[config.mk]
export PLATFORM = sky130hd
export DESIGN_NAME = fsync_gen
export DESIGN_NICKNAME = d
export VERILOG_FILES = /design/src/rtl/fsg_pkg.sv /design/src/rtl/fsg_sync.sv /design/src/rtl/fsg_ctrl.sv /design/src/rtl/fsg_dp.sv /design/src/rtl/fsync_gen.sv
export SDC_FILE = /design/constraint.sdc
export NUM_CORES = 1
export LEC_CHECK = 0
export BUFFER_PORTS_ARGS = -buffer_cell sky130_fd_sc_hd__buf_2
export CAP_MARGIN = 5
export CORE_MARGIN = 10
export CORE_UTILIZATION = 33
export CTS_BUF_LIST = sky130_fd_sc_hd__clkbuf_8
export CTS_CLUSTER_DIAMETER = 40
export CTS_CLUSTER_SIZE = 14
export DETAILED_ROUTE_END_ITERATION = 16
export PLACE_DENSITY_LB_ADDON = 0.05
export SYNTH_ARGS = -nofsm -noshare
export SYNTH_HDL_FRONTEND = slang
export SYNTH_SLANG_ARGS = --single-unit
[constraint.sdc]
create_clock -name clk -period 5.45 [get_ports clk]
set_input_delay 1.3625 -clock clk [delete_from_list [all_inputs] [get_ports clk]]
set_output_delay 1.3625 -clock clk [all_outputs]
set_load 0.05 [all_outputs]
[src/rtl/fsg_pkg.sv]
package fsg_pkg;
  // Strobes from the control unit to the pulse datapath
  typedef struct packed {
    logic tick;   // bit-clock cycle
    logic start;  // a pulse begins on this bit-clock cycle
  } fsgStrobe_t;
endpackage

[src/rtl/fsg_sync.sv]
module fsg_sync #(
  parameter int STAGES = 2
) (
  input  logic clk,
  input  logic rstN,
  input  logic din,
  output logic dout
);
  logic [STAGES-1:0] chain;

  always_ff @(posedge clk) begin
    if (!rstN) begin
      chain <= '0;
    end else begin
      chain[0] <= din;
      for (int i = 1; i < STAGES; i++) chain[i] <= chain[i-1];
    end
  end

  assign dout = chain[STAGES-1];
endmodule

[src/rtl/fsg_ctrl.sv]
module fsg_ctrl
  import fsg_pkg::*;
#(
  parameter int PER_W = 12
) (
  input  logic             clk,
  input  logic             rstN,
  input  logic             bitEn,
  input  logic [PER_W-1:0] perField,
  input  logic             extMode,
  input  logic             extSync,
  output fsgStrobe_t       strb
);
  logic [PER_W-1:0] perCnt;
  logic             prevSamp;
  logic             extRise;
  logic             intExpire;

  assign extRise   = extSync & ~prevSamp;
  assign intExpire = (perCnt == '0);

  always_comb begin
    strb.tick  = bitEn;
    strb.start = bitEn & (extMode ? extRise : intExpire);
  end

  always_ff @(posedge clk) begin
    if (!rstN) begin
      perCnt   <= '0;
      prevSamp <= 1'b0;
    end else if (bitEn) begin
      prevSamp <= extSync;
      if (strb.start)    perCnt <= perField;
      else if (!extMode) perCnt <= perCnt - 1'b1;
    end
  end


  reload_chk: assert property (@(posedge clk) disable iff (!rstN)
    (strb.start && !extMode) |=> (perCnt == $past(perField)));


  per_hold_chk: assert property (@(posedge clk) disable iff (!rstN)
    !bitEn |=> $stable(perCnt));


  ext_hold_chk: assert property (@(posedge clk) disable iff (!rstN)
    (extMode && bitEn && !strb.start) |=> $stable(perCnt));
endmodule

[src/rtl/fsg_dp.sv]
module fsg_dp
  import fsg_pkg::*;
#(
  parameter int WID_W = 8
) (
  input  logic             clk,
  input  logic             rstN,
  input  fsgStrobe_t       strb,
  input  logic [WID_W-1:0] widField,
  output logic             fsOut
);
  logic [WID_W-1:0] widCnt;

  always_ff @(posedge clk) begin
    if (!rstN) begin
      widCnt <= '0;
      fsOut  <= 1'b0;
    end else if (strb.tick) begin
      if (strb.start) begin
        fsOut  <= 1'b1;
        widCnt <= widField;
      end else if (fsOut) begin
        if (widCnt == '0) fsOut  <= 1'b0;
        else              widCnt <= widCnt - 1'b1;
      end
    end
  end


  out_hold_chk: assert property (@(posedge clk) disable iff (!rstN)
    !strb.tick |=> ($stable(fsOut) && $stable(widCnt)));


  start_high_chk: assert property (@(posedge clk) disable iff (!rstN)
    strb.start |=> fsOut);


  fall_at_zero_chk: assert property (@(posedge clk) disable iff (!rstN)
    $fell(fsOut) |-> ($past(widCnt) == '0));
endmodule

[src/rtl/fsync_gen.sv]
module fsync_gen
  import fsg_pkg::*;
#(
  parameter int PER_W       = 12,
  parameter int WID_W       = 8,
  parameter int SYNC_STAGES = 2
) (
  input  logic             clk,
  input  logic             rstN,
  input  logic             bitEn,
  input  logic [PER_W-1:0] perField,
  input  logic [WID_W-1:0] widField,
  input  logic             extMode,
  input  logic             extFs,
  output logic             fsOut
);
  logic       extSync;
  fsgStrobe_t strb;

  fsg_sync #(.STAGES(SYNC_STAGES)) uSync (
    .clk(clk), .rstN(rstN), .din(extFs), .dout(extSync));

  fsg_ctrl #(.PER_W(PER_W)) uCtrl (
    .clk(clk), .rstN(rstN), .bitEn(bitEn), .perField(perField),
    .extMode(extMode), .extSync(extSync), .strb(strb));

  fsg_dp #(.WID_W(WID_W)) uDp (
    .clk(clk), .rstN(rstN), .strb(strb), .widField(widField), .fsOut(fsOut));
endmodule

==> run metrics <==
outcome=completed; FMAX=403.1 MHz; CP startpoint kind=input pin; DRC viols=0; GPL Wtd Cong=0.8141; via count=1,442; CP max-delay cell=o211ai_1; I/O Buffers=25; Req. time, crit path=5.62 ns; unrepaired setup endpoints after global routing=false; Seq pwr share=0.392; Die Wd=86.95 um; Ports=26; maximum VDD drop=0.0001218 V; FP Rows=24; Post-DP HPWL=3051 um; pwr/cell area=326.5 nW/um2; share of cells above drive strength 1=0.1990; root buf cell=clkbuf_8; Clock power frac=0.277; drt total wl=4087 um; Synth warnings=0; first-pass GRT wire length=6913 um; crit-path cells=buf_2 -> inv_1 -> o211ai_1 -> nor2_1 -> a211o_1; syn avg cell area=8.403 um2; Post-Synthesis Cells=176; Setup Buffers After CTS=0; Max Root-Sink Buffers=2; initial antenna violation count=0; critical path class=input pin to flop; n_diodes=0; CTS tree=built; cts bufs inserted=3; critical path endpoint category=flop; largest net degree at the start of global routing=18; FF+latch count, synth=24; Synth Flop Type=dfxtp_1; Post-Synthesis Net Count=205; CP peak stage delay=0.51 ns; max-slew violation count=0; delay-heaviest family, CP=compound AO/OA/AOI/OAI gates; Pleak=0.0007199 uW; Setup violations, final=0; WP buf/inv=2; Setup TNS=0 ns; final worst-path cycle share=0.4552; Filler cells=455; worst-path fanout max=8; Max-cap violations=0; Initial Util=0.3397; commonest non-fill, non-tap cell in the layout=buf_2; Final Net Count=231; Pint=376.9 uW; Mapped Area=1479 um2; Area growth syn-to-layout=17.09%; clock sinks=24; Post-synth EDFFs=0; most frequent cells in the layout=buf_2 (25), dfxtp_1 (24), a21oi_1 (15); Final Hold Vio Count=0; post-DR vias/cell=5.700; NetSw=188.6 uW; Relative slew margins=0.3879; Worst Hold Class=flop to flop; Die Area=7559 um2; Async SR Flop Fraction=0; worst-margin pin slew=0.9098 ns; CTS resizes=0; combinational share of power=0.331; Routed WL per cell=16.15 um; Setup Skew=0.007392 ns; GRT Util Overall=0.1117; Die Height=86.95 um; CTS Hold Bufs=0; number of global-route vias before repair=1,476; H-tree lvl count=1; Core Footprint=4354 um2; Clock transition at path regs=0.09 ns; total gr overflow=0; 1st-iter DRT viols=41; Clock Latency Late Sink=0.27 ns; DRT Pass-1 Iters=4; Final Power=565.4 uW; Netlist cell types=45; Tmin final=2.481 ns; worst path arrival time=2.65 ns; ANT nets after route=0; Sw Share=0.3335; Seq/Total Area, Yosys=0.3249
cell families (layout without fill, tap and decap cells):
family          count (synthesis)  after routing  synth area share
compound gates                 53             53            0.2344
xor+xnor                        2              2           0.01185
fa+ha+maj                       4              4           0.03384
buf+inv                        16             41           0.04399
flops                          24             24            0.3249
mux                             8              8           0.05415
simple gates                   69             69            0.2970
final cells by class:
| cell class | count | area, um2 | area share |
|---|---|---|---|
| Clock inverter | 1 | 30.03 | 0.01734 |
| Clock buffer | 3 | 41.29 | 0.02384 |
| Timing Repair Buffer | 28 | 147.6 | 0.08526 |
| Sequential cell | 24 | 480.5 | 0.2775 |
| Multi-Input combinational cell | 136 | 933.4 | 0.5390 |
| Tap cell | 52 | 65.06 | 0.03757 |
| Inverter | 9 | 33.78 | 0.01951 |
cells in the mapped netlist, types with 3 or more instances:
| cell | n | area (um2) |
|---|---|---|
| mux2i_1 | 8 | 80.08 |
| nor3b_1 | 3 | 22.52 |
| nor4_1 | 6 | 37.54 |
| o21ai_0 | 10 | 50.05 |
| o22ai_1 | 5 | 31.28 |
| clkbuf_1 | 3 | 11.26 |
| dfxtp_1 | 24 | 480.5 |
| and2_1 | 4 | 25.02 |
| a31oi_1 | 4 | 25.02 |
| ha_1 | 4 | 50.05 |
| buf_2 | 4 | 20.02 |
| nor3_1 | 8 | 40.04 |
| nand2_1 | 6 | 22.52 |
| a211o_1 | 4 | 35.03 |
| a21oi_1 | 15 | 75.07 |
| nand3_1 | 7 | 35.03 |
| nor2_1 | 11 | 41.29 |
| inv_1 | 9 | 33.78 |
| nor2b_1 | 4 | 25.02 |
| a211oi_1 | 5 | 37.54 |
sequential cells by signal, indices dropped and copies added (netlist names):
signal / cells
uCtrl.prevSamp: 1
uDp.widCnt: 8
uDp.fsOut: 1
uCtrl.perCnt: 12
uSync.chain: 2
through the flow:
step	area (um2)	utilization	hold WS (ns)	cells	setup WS, ns
after floorplan	1479	-	0.4119	176	2.886
after global placement	1660	0.3813	0.4232	249	2.689
after detailed placement	1660	0.3813	0.4376	249	2.666
after CTS	1732	0.3977	0.4586	253	2.966
after global routing	1732	0.3977	0.4746	253	2.871
final	1732	0.3977	0.4487	253	2.969
power by group through the flow:
| stage | logic [uW] | clock network [uW] | registers (uW) |
|---|---|---|---|
| CTS | 188 | 163 | 221 |
| global route | 211 | 168 | 225 |
| detailed placement | 186 | 0 | 225 |
| floorplan | 140 | 0 | 220 |
| global placement | 187 | 0 | 225 |
| finish | 187 | 157 | 222 |
layer usage:
layer / part of all wire / vias up / GRT usage
met5: 0 / - / 0
met2: 0.49 / 29 / 0.1959
li1: - / 728 / -
met3: 0.050 / 6 / 0.03839
met4: 0.016 / 0 / 0.03240
met1: 0.44 / 679 / 0.1236
final timing paths:
| kind | from | end | slack, ns | depth (start not counted) |
|---|---|---|---|---|
| worst min-delay path | uSync.chain[0]$_SDFF_PN0_ | uSync.chain[1]$_SDFF_PN0_ | 0.45 | 1 |
| worst max register to register | uCtrl.perCnt[0]$_SDFFE_PN0P_ | uCtrl.perCnt[0]$_SDFFE_PN0P_ | 3.41 | 7 |
| worst max-delay path | extMode | uCtrl.perCnt[7]$_SDFFE_PN0P_ | 2.97 | 5 |
| worst min register to register | uSync.chain[0]$_SDFF_PN0_ | uSync.chain[1]$_SDFF_PN0_ | 0.45 | 1 |
(Power assumes the default switching activity.)
